File: src/rtl/frac_addalu_pkg.sv
package frac_addalu_pkg;

  typedef enum logic [2:0] {
    OP_ADD = 3'b000,
    OP_SUB = 3'b001,
    OP_SHL = 3'b010,
    OP_SHR = 3'b011,
    OP_AND = 3'b100,
    OP_OR  = 3'b101,
    OP_XOR = 3'b110,
    OP_ACC = 3'b111
  } alu_op_e;

  typedef struct packed {
    logic split;     // carry chains broken at lane boundaries
    logic upper_on;  // upper lanes produce results
  } lane_cfg_t;

  function automatic lane_cfg_t decode_cfg(input logic mode, input logic gate);
    lane_cfg_t c;
    c.split    = mode;
    c.upper_on = gate | ~mode;
    return c;
  endfunction

endpackage

File: src/rtl/frac_slice_add.sv
module frac_slice_add #(
  parameter int W = 8
) (
  input  logic [W-1:0] a,
  input  logic [W-1:0] b,
  input  logic         cin,
  output logic [W-1:0] s,
  output logic         cout
);
  logic [W:0] total;

  always_comb begin
    total = {1'b0, a} + {1'b0, b} + {{W{1'b0}}, cin};
  end

  assign s    = total[W-1:0];
  assign cout = total[W];
endmodule

File: src/rtl/frac_preadd.sv
module frac_preadd #(
  parameter int LANE_W = 8,
  parameter int LANES  = 2
) (
  input  logic [LANE_W*LANES-1:0] a,
  input  logic [LANE_W*LANES-1:0] b,
  input  logic [LANES-1:0]        sub,
  input  logic                    split,
  input  logic                    upper_on,
  output logic [LANE_W*LANES-1:0] sum
);
  logic [LANES-1:0]             cout_l;
  logic [LANES-1:0][LANE_W-1:0] lane_s;
  logic                         unused_cout;

  assign unused_cout = cout_l[LANES-1];

  for (genvar k = 0; k < LANES; k++) begin : g_lane
    logic              sub_k;
    logic              cin_k;
    logic [LANE_W-1:0] b_k;
    logic [LANE_W-1:0] s_k;

    assign sub_k = split ? sub[k] : sub[0];
    assign b_k   = sub_k ? ~b[k*LANE_W +: LANE_W] : b[k*LANE_W +: LANE_W];

    if (k == 0) begin : g_first
      assign cin_k = sub_k;
    end else begin : g_next
      assign cin_k = split ? sub_k : cout_l[k-1];
    end

    frac_slice_add #(.W(LANE_W)) u_add (
      .a    (a[k*LANE_W +: LANE_W]),
      .b    (b_k),
      .cin  (cin_k),
      .s    (s_k),
      .cout (cout_l[k])
    );

    if (k == 0) begin : g_keep
      assign lane_s[k] = s_k;
    end else begin : g_mask
      assign lane_s[k] = upper_on ? s_k : '0;
    end
  end

  assign sum = lane_s;
endmodule

File: src/rtl/frac_alu.sv
module frac_alu
  import frac_addalu_pkg::*;
#(
  parameter int LANE_W  = 18,
  parameter int LANES   = 2,
  parameter int SHAMT_W = 4
) (
  input  logic [2:0]              op,
  input  logic [LANE_W*LANES-1:0] x,
  input  logic [LANE_W*LANES-1:0] y,
  input  logic [LANE_W*LANES-1:0] acc,
  input  logic                    split,
  input  logic                    upper_on,
  output logic [LANE_W*LANES-1:0] r
);
  localparam int AW = LANE_W * LANES;

  alu_op_e                      opc;
  logic                         sub_op;
  logic [AW-1:0]                add_a;
  logic [AW-1:0]                add_b;
  logic [AW-1:0]                shl_full;
  logic [AW-1:0]                shr_full;
  logic [LANES-1:0]             cout_l;
  logic [LANES-1:0][LANE_W-1:0] lane_r;
  logic                         unused_cout;

  assign unused_cout = cout_l[LANES-1];

  always_comb begin
    opc      = alu_op_e'(op);
    sub_op   = (opc == OP_SUB);
    add_a    = (opc == OP_ACC) ? acc : x;
    add_b    = (opc == OP_ACC) ? x : (sub_op ? ~y : y);
    shl_full = x << y[SHAMT_W-1:0];
    shr_full = x >> y[SHAMT_W-1:0];
  end

  for (genvar k = 0; k < LANES; k++) begin : g_lane
    logic               cin_k;
    logic [LANE_W-1:0]  sum_k;
    logic [LANE_W-1:0]  x_k;
    logic [LANE_W-1:0]  y_k;
    logic [SHAMT_W-1:0] sh_k;
    logic [LANE_W-1:0]  shl_k;
    logic [LANE_W-1:0]  shr_k;
    logic [LANE_W-1:0]  res_k;

    assign x_k  = x[k*LANE_W +: LANE_W];
    assign y_k  = y[k*LANE_W +: LANE_W];
    assign sh_k = y_k[SHAMT_W-1:0];

    if (k == 0) begin : g_first
      assign cin_k = sub_op;
    end else begin : g_next
      assign cin_k = split ? sub_op : cout_l[k-1];
    end

    frac_slice_add #(.W(LANE_W)) u_add (
      .a    (add_a[k*LANE_W +: LANE_W]),
      .b    (add_b[k*LANE_W +: LANE_W]),
      .cin  (cin_k),
      .s    (sum_k),
      .cout (cout_l[k])
    );

    always_comb begin
      shl_k = split ? (x_k << sh_k) : shl_full[k*LANE_W +: LANE_W];
      shr_k = split ? (x_k >> sh_k) : shr_full[k*LANE_W +: LANE_W];
      unique case (opc)
        OP_ADD, OP_SUB, OP_ACC: res_k = sum_k;
        OP_SHL:                 res_k = shl_k;
        OP_SHR:                 res_k = shr_k;
        OP_AND:                 res_k = x_k & y_k;
        OP_OR:                  res_k = x_k | y_k;
        default:                res_k = x_k ^ y_k;
      endcase
    end

    if (k == 0) begin : g_keep
      assign lane_r[k] = res_k;
    end else begin : g_mask
      assign lane_r[k] = upper_on ? res_k : '0;
    end
  end

  assign r = lane_r;
endmodule

File: src/rtl/frac_addalu.sv
module frac_addalu
  import frac_addalu_pkg::*;
#(
  parameter int PRE_LANE_W = 8,
  parameter int ALU_LANE_W = 18,
  parameter int SHAMT_W    = 4
) (
  input  logic                    clk,
  input  logic                    rst_n,
  input  logic                    en,
  input  logic                    clr,
  input  logic                    mode,
  input  logic                    gate,
  input  logic [2*PRE_LANE_W-1:0] pa_a,
  input  logic [2*PRE_LANE_W-1:0] pa_b,
  input  logic [2*PRE_LANE_W-1:0] pb_a,
  input  logic [2*PRE_LANE_W-1:0] pb_b,
  input  logic [3:0]              pre_sub,
  input  logic [2:0]              op,
  input  logic [2*ALU_LANE_W-1:0] alu_x,
  input  logic [2*ALU_LANE_W-1:0] alu_y,
  output logic [2*PRE_LANE_W-1:0] pre_x,
  output logic [2*PRE_LANE_W-1:0] pre_y,
  output logic [2*ALU_LANE_W-1:0] result
);
  localparam int PW = 2 * PRE_LANE_W;
  localparam int AW = 2 * ALU_LANE_W;

  lane_cfg_t     cfg;
  logic [1:0]    rst_pipe;
  logic          rst_int_n;
  logic [PW-1:0] px_sum, py_sum;
  logic [AW-1:0] alu_r;
  logic [PW-1:0] px_d, px_q, py_d, py_q;
  logic [AW-1:0] res_d, res_q;

  assign cfg = decode_cfg(mode, gate);

  always_ff @(posedge clk or negedge rst_n) begin
    if (!rst_n) rst_pipe <= '0;
    else        rst_pipe <= {rst_pipe[0], 1'b1};
  end
  assign rst_int_n = rst_pipe[1];

  frac_preadd #(.LANE_W(PRE_LANE_W), .LANES(2)) u_pre_x (
    .a(pa_a), .b(pa_b), .sub(pre_sub[1:0]),
    .split(cfg.split), .upper_on(cfg.upper_on), .sum(px_sum)
  );

  frac_preadd #(.LANE_W(PRE_LANE_W), .LANES(2)) u_pre_y (
    .a(pb_a), .b(pb_b), .sub(pre_sub[3:2]),
    .split(cfg.split), .upper_on(cfg.upper_on), .sum(py_sum)
  );

  frac_alu #(.LANE_W(ALU_LANE_W), .LANES(2), .SHAMT_W(SHAMT_W)) u_alu (
    .op(op), .x(alu_x), .y(alu_y), .acc(res_q),
    .split(cfg.split), .upper_on(cfg.upper_on), .r(alu_r)
  );

  always_comb begin
    px_d  = en ? px_sum : px_q;
    py_d  = en ? py_sum : py_q;
    res_d = clr ? '0 : (en ? alu_r : res_q);
  end

  always_ff @(posedge clk or negedge rst_int_n) begin
    if (!rst_int_n) begin
      px_q  <= '0;
      py_q  <= '0;
      res_q <= '0;
    end else begin
      px_q  <= px_d;
      py_q  <= py_d;
      res_q <= res_d;
    end
  end

  assign pre_x  = px_q;
  assign pre_y  = py_q;
  assign result = res_q;


  clr_zero_chk: assert property (@(posedge clk) disable iff (!rst_int_n)
    clr |=> (result == '0));


  hold_chk: assert property (@(posedge clk) disable iff (!rst_int_n)
    (!en && !clr) |=> ($stable(result) && $stable(pre_x) && $stable(pre_y)));


  upper_off_chk: assert property (@(posedge clk) disable iff (!rst_int_n)
    (en && !clr && mode && !gate) |=>
      (result[AW-1:ALU_LANE_W] == '0 && pre_x[PW-1:PRE_LANE_W] == '0 &&
       pre_y[PW-1:PRE_LANE_W] == '0));


  lane_acc_chk: assert property (@(posedge clk) disable iff (!rst_int_n)
    (en && !clr && mode && gate && op == 3'b111) |=>
      (result[AW-1:ALU_LANE_W] ==
       $past(result[AW-1:ALU_LANE_W] + alu_x[AW-1:ALU_LANE_W])));
endmodule

File: config.mk
export PLATFORM = sky130hd
export DESIGN_NAME = frac_addalu
export DESIGN_NICKNAME = d
export VERILOG_FILES = /design/src/rtl/frac_addalu_pkg.sv /design/src/rtl/frac_slice_add.sv /design/src/rtl/frac_preadd.sv /design/src/rtl/frac_alu.sv /design/src/rtl/frac_addalu.sv
export SDC_FILE = /design/constraint.sdc
export NUM_CORES = 1
export LEC_CHECK = 0
export BUFFER_PORTS_ARGS = -buffer_cell sky130_fd_sc_hd__buf_4
export CELL_PAD_IN_SITES_DETAIL_PLACEMENT = 2
export CELL_PAD_IN_SITES_GLOBAL_PLACEMENT = 2
export CORE_ASPECT_RATIO = 0.75
export CORE_MARGIN = 2
export CORE_UTILIZATION = 36
export DETAILED_ROUTE_END_ITERATION = 7
export PLACE_DENSITY_LB_ADDON = 0.1
export SLEW_MARGIN = 40
export SYNTH_ARGS = -nofsm -noshare
export SYNTH_HDL_FRONTEND = slang
export SYNTH_HIERARCHICAL = 1
export SYNTH_SLANG_ARGS = --single-unit
File: constraint.sdc
create_clock -name clk -period 2.65 [get_ports clk]
set_input_delay 0.1325 -clock clk [delete_from_list [all_inputs] [get_ports clk]]
set_output_delay 0.1325 -clock clk [all_outputs]
set_load 0.01 [all_outputs]
==> reports/qor.yml, run 1 <==
grt_max_degree: 76
place.port_buffers: 216
globalRouteTotalUtil_pct: 88.8
cts-root-to-sink-buffers: 2
start_util_pct: 36.5
globalplace.congestion: 1.00
yosys_warnings: 6
syn_nets: 2239
timing.worst_endpoint.kind: "register input"
cts_inserted_buffers: 9
run_status: "stopped before the end"
htreeDepth: 3
syn_inst: 1940
die_y_um: 186
run.stop_error: "[ERROR GRT-0232] Routing congestion too high. Check the congestion heatmap in the GUI."
row_count: 66
globalRoute.totalOverflow: 670
chipWidth_um: 246
detailed_place_hpwl_mm: 80.4
failing_step: "global routing (5_1_grt)"
synthesis.area_per_instance_um2: 8.16
numClockSinks: 70
post-place-ws_ns: -3.10
clk_root_buffer_cell: "sky130_fd_sc_hd__clkbuf_16"
ports: 217
syn_area_um2: 15800
antenna_found_initial: 19
worst_setup_endpoint_after_the_global_route_repair_timing: "result[34]$_DFFE_PN0P_/D"
-- metrics by stage --
step | hold WS (ns) | std cells | setup TNS (ns) | utilization [%] | area [um2]
after floorplan | -0.163 | 1940 | -54.07 | - | 16100
after global placement | -0.0830 | 3059 | -72.01 | 49.3 | 21400
after detailed placement | -0.0813 | 3061 | -87.91 | 49.4 | 21400
after CTS | 0.0689 | 3113 | -61.97 | 52.5 | 22700
-- routing by layer --
layer  overflow  track usage, %
met3         43            78.2
met4        237            94.2
met2        341             101
met5          4            59.3
met1         45            86.4
-- timing repair --
action | CTS
gates cloned | 2
pin swaps | 91
hold buffers | 1
resized for setup | 148
setup endpoints to repair | 52
buffers inserted | 41
hold endpoints to repair | 2
==> inputs of run 2 (changes only) <==
Settings changed: CELL_PAD_IN_SITES_DETAIL_PLACEMENT 2 to not set, CELL_PAD_IN_SITES_GLOBAL_PLACEMENT 2 to not set, CORE_ASPECT_RATIO 0.75 to not set, CORE_UTILIZATION 36 to 40, PLACE_DENSITY_LB_ADDON 0.1 to 0.15.
==> reports/qor.yml, run 2 <==
post-place-cells: 2956  # -3.4%
start_util_pct: 40.8  # +4.3 points
die_y_um: 203  # +9.3%
globalRoute.totalOverflow: 0
setup.reg_to_reg.worst_slack_ns: -2.14
numClockSinks: 70  # unchanged
clock_tree_from_tritoncts: "done"
worst_r2r_startpoint: "result[0]$_DFFE_PN0P_"
htreeDepth: 3  # unchanged
run_status: "finished with violations"
post-route-min-period_ns: 4.79
cts_inserted_buffers: 9  # unchanged
row_count: 72  # +9.1%
drt-wirelength-per-cell_um: 24.6
r2r_cells: 25
post-route-period-util_pct: 181
antenna_cells_inserted: 0
setup_tns_ns: -60.80
timing.max_slew.rel_slack_pct: 43.9
routed_wl_mm: 73.8
floorplan.die_area_um2: 41200
finish.utilization_pct: 57.1
clk_root_buffer_cell: "sky130_fd_sc_hd__clkbuf_16"
worst_setup_hold_path_clk_slew_ns: 0.07
chipWidth_um: 203  # -18%
globalRouteTotalUtil_pct: 35.4
max_reg_flops: 36
failing_checks: "setup timing"
worst_ir_drop_vdd_mv: 0.350
worst_setup_path_end_kind: "register"
worst_ep_required_time_ns: 2.95
grt_first_pass_wirelength_mm: 110
layout.cells.non_filler: 3002
antenna_violating_nets_post_route: 0
hold_slack_ns: 0.0978
timing_hold_violations_final: 0
worst_r2r_endpoint: "result[29]$_DFFE_PN0P_"
yosys_warnings: 6  # unchanged
worst_pin_slew_ns: 0.841
nNetsFinal: 2778
ports: 217  # unchanged
syn_area_um2: 15800  # unchanged
total_leakage_power_nw: 10.2
max_cap_violations: 0
setup.worst_path.class: "register to register"
post-place-ws_ns: -2.51  # +0.589 ns
num_vias: 17970
detailed_place_hpwl_mm: 57.1  # -29%
grt_max_degree: 76
pwr_density_cell_nw_per_um2: 421
syn_nets: 2239  # unchanged
most-common-layout-cells: "sky130_fd_sc_hd__buf_4 (660), sky130_fd_sc_hd__nor2_1 (194), sky130_fd_sc_hd__a21oi_1 (139), sky130_fd_sc_hd__ha_1 (137), sky130_fd_sc_hd__nand2_1 (118)"
place.port_buffers: 216  # unchanged
number_of_global_route_vias_before_repair: 17660
vias_per_cell: 5.99
worst_endpoint_data_arrival_time_ns: 5.09
cts-root-to-sink-buffers: 2  # unchanged
antenna_found_initial: 1
startpoint: "result[0]$_DFFE_PN0P_"
core_um2: 38800
rsz0062_at_grt: "yes"
drt_pass1_iterations: 7
drive_above_1_share_pct: 41.1
hold_class: "input pin to asynchronous set/reset pin"
syn_inst: 1940  # unchanged
mostFrequentLayoutCell: "sky130_fd_sc_hd__buf_4"
globalplace.congestion: 0.986  # -1.4%
synthesis.area_per_instance_um2: 8.16  # unchanged
insertion_delay_ns: 0.37
flow.area_growth_from_synthesis_pct: 40.1
drc: 0
n_fill_cell: 3650
dr.first_iter.drc_count: 2075
critPathLaunchType: "register"
achievable-frequency_mhz: 209
timing.clock.skew_ns: 0.0119
number_of_max_slew_violations_in_the_final_report: 0
setup_viol: 48
timing.final.ws_setup_ns: -2.14
worstPathMaxFanout: 3
[run 2: metrics by stage]
step	instance area (um2)	power, mW
finish	22200	9.32
global route	22200	9.88
CTS	21900	9.09
detailed placement	20900	7.26
global placement	20900	7.23
floorplan	16100	4.66
[run 2: cell type report]
class | instances | area, um2 | share of cell area, %
inverters | 99 | 372 | 1.68
clock inverters | 3 | 67.6 | 0.305
well taps | 518 | 648 | 2.92
clock buffers | 13 | 260 | 1.17
repair buffers | 703 | 5540 | 25.0
multi-input cells | 1596 | 13500 | 61.0
flip-flops and latches | 70 | 1760 | 7.92
[run 2: power breakdown]
group	switching, mW	internal [mW]
Combinational	3.21	3.23
Sequential	0.149	1.29
Clock	0.558	0.878
[run 2: layer usage]
layer  global-route usage (%)  vias to the layer above  wire length [um]
li1                         -                     8198                 -
met1                     48.8                     8645             31400
met2                     52.9                      992             31600
met3                     11.4                      133              8680
met4                     9.67                        2              2120
met5                        0                        -                12
[run 2: timing repair]
action                                  CTS  global route
endpoints found under the setup margin   47            48
endpoints found under the hold margin     2             0
buffers inserted                         27            11
pin swaps                                75            48
hold buffers                              1             0
gates resized for setup                  93            46
[run 2: worst max-delay path by stage]
stage / slack (ns) / cells past startpoint / to
after global routing: -2.35 / 25 / result[29]$_DFFE_PN0P_
after floorplan: -2.36 / 29 / result[29]$_DFFE_PN0P_
final: -2.14 / 25 / result[29]$_DFFE_PN0P_
after CTS: -2.03 / 24 / result[31]$_DFFE_PN0P_
after global placement: -2.45 / 28 / result[33]$_DFFE_PN0P_
after detailed placement: -2.51 / 27 / result[33]$_DFFE_PN0P_
[run 2: critical path, cell delays in order (launching register included)]
cell                       delay, ns
sky130_fd_sc_hd__dfrtp_1        0.38
sky130_fd_sc_hd__mux2_4         0.27
sky130_fd_sc_hd__fa_2           0.37
sky130_fd_sc_hd__inv_2          0.07
sky130_fd_sc_hd__fa_2           0.20
sky130_fd_sc_hd__nand2b_4       0.13
sky130_fd_sc_hd__a21oi_4        0.07
sky130_fd_sc_hd__a31oi_4        0.19
sky130_fd_sc_hd__o31ai_4        0.11
sky130_fd_sc_hd__a221o_2        0.34
sky130_fd_sc_hd__mux2_4         0.27
sky130_fd_sc_hd__fa_2           0.37
sky130_fd_sc_hd__a211oi_4       0.30
sky130_fd_sc_hd__o21ai_1        0.13
sky130_fd_sc_hd__a21oi_2        0.21
sky130_fd_sc_hd__buf_4          0.15
sky130_fd_sc_hd__nor3_1         0.04
sky130_fd_sc_hd__a311oi_2       0.21
sky130_fd_sc_hd__nor2b_1        0.16
sky130_fd_sc_hd__o22ai_1        0.08
sky130_fd_sc_hd__a21oi_1        0.14
sky130_fd_sc_hd__a21oi_1        0.05
sky130_fd_sc_hd__nor2_1         0.13
sky130_fd_sc_hd__or3_1          0.14
sky130_fd_sc_hd__mux2i_1        0.07
sky130_fd_sc_hd__nor2_1         0.11
No activity file was read; power rests on OpenSTA's default activity.
==> inputs of run 3 (changes only) <==
Settings changed: ABC_AREA set to 1, CORE_ASPECT_RATIO set to 0.9, CORE_MARGIN 2 to not set.
==> reports/qor.yml, run 3 <==
run_status: "finished with violations"
failing_checks: "DRC, setup timing"
syn_area_um2: 15000  # -5.1%
clk_root_buffer_cell: "sky130_fd_sc_hd__clkbuf_16"
p_int_mw: 4.16  # -23%
numClockSinks: 70  # unchanged
power.switching_fraction_pct: 46.9  # +4.8 points
clock_power_share_pct: 17.2  # +1.8 points
post-place-ws_ns: -1.53  # +0.979 ns
globalRoute.totalOverflow: 0  # unchanged
cpPeakStageDelay_ns: 0.38  # about the same
vias_per_cell: 5.50  # -8.1%
floorplan.die_area_um2: 38300  # -6.9%
layout.cells.non_filler: 3551  # +18%
max_reg_flops: 36  # unchanged
start_util_pct: 41.0  # +0.29 points
hold_slack_ns: 0.0863  # -0.0116 ns
yosys_warnings: 6  # unchanged
worst_ir_drop_vdd_mv: 0.334  # -4.6%
clock_tree_from_tritoncts: "done"
dr.max_layer_used: "met5"
post-route-period-util_pct: 146  # -35 points
cts-root-to-sink-buffers: 2  # unchanged
globalplace.congestion: 1.01  # +2.9%
setup_viol: 34  # -29%
pwr_density_cell_nw_per_um2: 387  # -8.0%
route.met2.wl_mm: 28.8  # -9.0%
nNetsFinal: 3369  # +21%
worst_r2r_startpoint: "result[0]$_DFFE_PN0P_"
drt-wirelength-per-cell_um: 19.4  # -21%
number_of_global_route_vias_before_repair: 17844  # +1.0%
worst_setup_path_end_kind: "register"
antenna_found_initial: 2  # +1
achievable-frequency_mhz: 259  # +24%
post-route-min-period_ns: 3.86  # -0.931 ns
die_y_um: 186  # -8.4%
dr.first_iter.drc_count: 2209  # +6.5%
mostFrequentLayoutCell: "sky130_fd_sc_hd__nand2_1"
syn_nets: 2946  # +32%
rsz0062_at_grt: "yes"
timing_hold_violations_final: 0  # unchanged
setup.worst_path.class: "register to register"
syn_inst: 2647  # +36%
number_of_max_slew_violations_in_the_final_report: 0  # unchanged
power.share.sequential_pct: 17.3  # +1.8 points
post-place-cells: 3489  # +18%
synthesis.area_per_instance_um2: 5.67  # -30%
insertion_delay_ns: 0.36  # about the same
row_count: 66  # -8.3%
globalRouteTotalUtil_pct: 35.2  # -0.18 points
hold_class: "input pin to asynchronous set/reset pin"
setup.reg_to_reg.worst_slack_ns: -1.21  # +0.93 ns
critPathLaunchType: "register"
drive_above_1_share_pct: 26.0  # -15 points
num_vias: 19531  # +8.7%
worstPathMaxFanout: 3  # unchanged
worst_r2r_endpoint: "result[22]$_DFFE_PN0P_"
r2r_cells: 29  # +16%
slowest_stage: "sky130_fd_sc_hd__dfrtp_1"
routed_wl_mm: 68.7  # -6.9%
p_sw_mw: 3.67  # -6.3%
flow.area_growth_from_synthesis_pct: 34.8
comb_power_share_pct: 65.5  # -3.6 points
wire_length_on_met3_mm: 7.87  # -9.3%
timing.max_slew.rel_slack_pct: 43.5  # -0.41 points
cts_inserted_buffers: 9  # unchanged
worst_setup_hold_path_clk_slew_ns: 0.07  # about the same
core_um2: 36600  # -5.8%
antenna_violating_nets_post_route: 0  # unchanged
htreeDepth: 3  # unchanged
worst_ep_required_time_ns: 2.90  # -0.05 ns
detailed_place_hpwl_mm: 52.9  # -7.3%
place.port_buffers: 216  # unchanged
grt_first_pass_wirelength_mm: 103  # -6.8%
timing.clock.skew_ns: 0.0123  # +0.000399 ns
antenna_cells_inserted: 0  # unchanged
drc: 11  # +11
setup_tns_ns: -19.68  # +41.12 ns
met1_length_mm: 30.6  # -2.6%
timing.final.ws_setup_ns: -1.21  # +0.931 ns
worst_pin_slew_ns: 0.847  # +0.00620 ns
timing.critical_path.mode_cell: "sky130_fd_sc_hd__nand2_2"
most-common-layout-cells: "sky130_fd_sc_hd__nand2_1 (877), sky130_fd_sc_hd__buf_4 (520), sky130_fd_sc_hd__nand3_1 (402), sky130_fd_sc_hd__inv_1 (245), sky130_fd_sc_hd__ha_1 (138)"
max_cap_violations: 0  # unchanged
worst_endpoint_data_arrival_time_ns: 4.10  # -0.99 ns
total_leakage_power_nw: 11.3  # +10%
chipWidth_um: 206  # +1.6%
grt_max_degree: 81  # +6.6%
drt_pass1_iterations: 8  # +1
ports: 217  # unchanged
-- run 3: cell count changes in the layout (fill, tap and decap cells not counted), moves of 37 or more --
cell	change
sky130_fd_sc_hd__xor2_1	+41
sky130_fd_sc_hd__nand3_1	+382
sky130_fd_sc_hd__a21oi_1	-37
sky130_fd_sc_hd__mux2_2	-83
sky130_fd_sc_hd__mux2i_1	-112
sky130_fd_sc_hd__mux4_2	-78
sky130_fd_sc_hd__buf_4	-140
sky130_fd_sc_hd__xnor2_1	-67
sky130_fd_sc_hd__o22ai_1	-56
sky130_fd_sc_hd__nand2_2	+66
sky130_fd_sc_hd__nor2_1	-70
sky130_fd_sc_hd__nand2_1	+759
sky130_fd_sc_hd__nor2b_1	-38
sky130_fd_sc_hd__inv_1	+151
-- run 3: per-layer routing --
metal	vias up	GRT usage, %
met5	-	0
li1	9452	-
met1	9072	50.0
met3	96	8.81
met4	2	8.00
met2	909	52.9
-- run 3: through the flow --
| stage | power (mW) | util [%] | area [um2] |
|---|---|---|---|
| global placement | 5.91 | 51.5 | 18800 |
| global route | 8.40 | 55.3 | 20200 |
| detailed placement | 5.93 | 51.5 | 18800 |
| floorplan | 3.97 | - | 15200 |
| finish | 7.84 | 55.3 | 20200 |
| CTS | 7.44 | 53.3 | 19500 |
-- run 3: power by group through the flow --
stage          clock network, mW  registers [mW]  logic (mW)
6_report                    1.35            1.36        5.13
5_1_grt                     1.40            1.38        5.61
4_1_cts                     1.37            1.36        4.71
3_5_place_dp                   0            1.37        4.57
3_3_place_gp                   0            1.37        4.53
2_1_floorplan                  0            1.42        2.55
-- run 3: worst max path at each step --
stage                                     start                     end  slack [ns]
after floorplan                           op[0]  result[28]$_DFFE_PN0P_       -1.28
after global placement                    op[0]  result[28]$_DFFE_PN0P_       -1.46
after detailed placement                  op[0]  result[28]$_DFFE_PN0P_       -1.53
after CTS                 result[0]$_DFFE_PN0P_  result[34]$_DFFE_PN0P_       -1.16
after global routing      result[0]$_DFFE_PN0P_  result[26]$_DFFE_PN0P_       -1.40
final                     result[0]$_DFFE_PN0P_  result[22]$_DFFE_PN0P_       -1.21
-- run 3: critical path: cells and delay by family (launching register included) --
kind                       cells  cell delay (ns)
and+or+nand+nor               12             0.88
xor gates and xnor gates       1             0.06
DFF                            1             0.38
buffers and inverters          7             0.51
AOI/OAI and AO/OA              5             0.74
adders and majority gates      4             1.18
-- run 3: timing repair --
item,CTS,global route
pin swaps,44,68
endpoints found under the setup margin,30,45
hold buffers,1,0
resized for setup,45,150
setup buffers,25,23
cloned,0,1
hold endpoints to repair,2,0
-- run 3: final cells by class --
class	count	area [um2]
clock buffer	9	225
tap	476	596
sequential	70	1760
clock inverter	7	80.1
timing repair buffer	547	4290
fill	3745	16300
inverter	265	1000
multi-input combinational	2177	12300
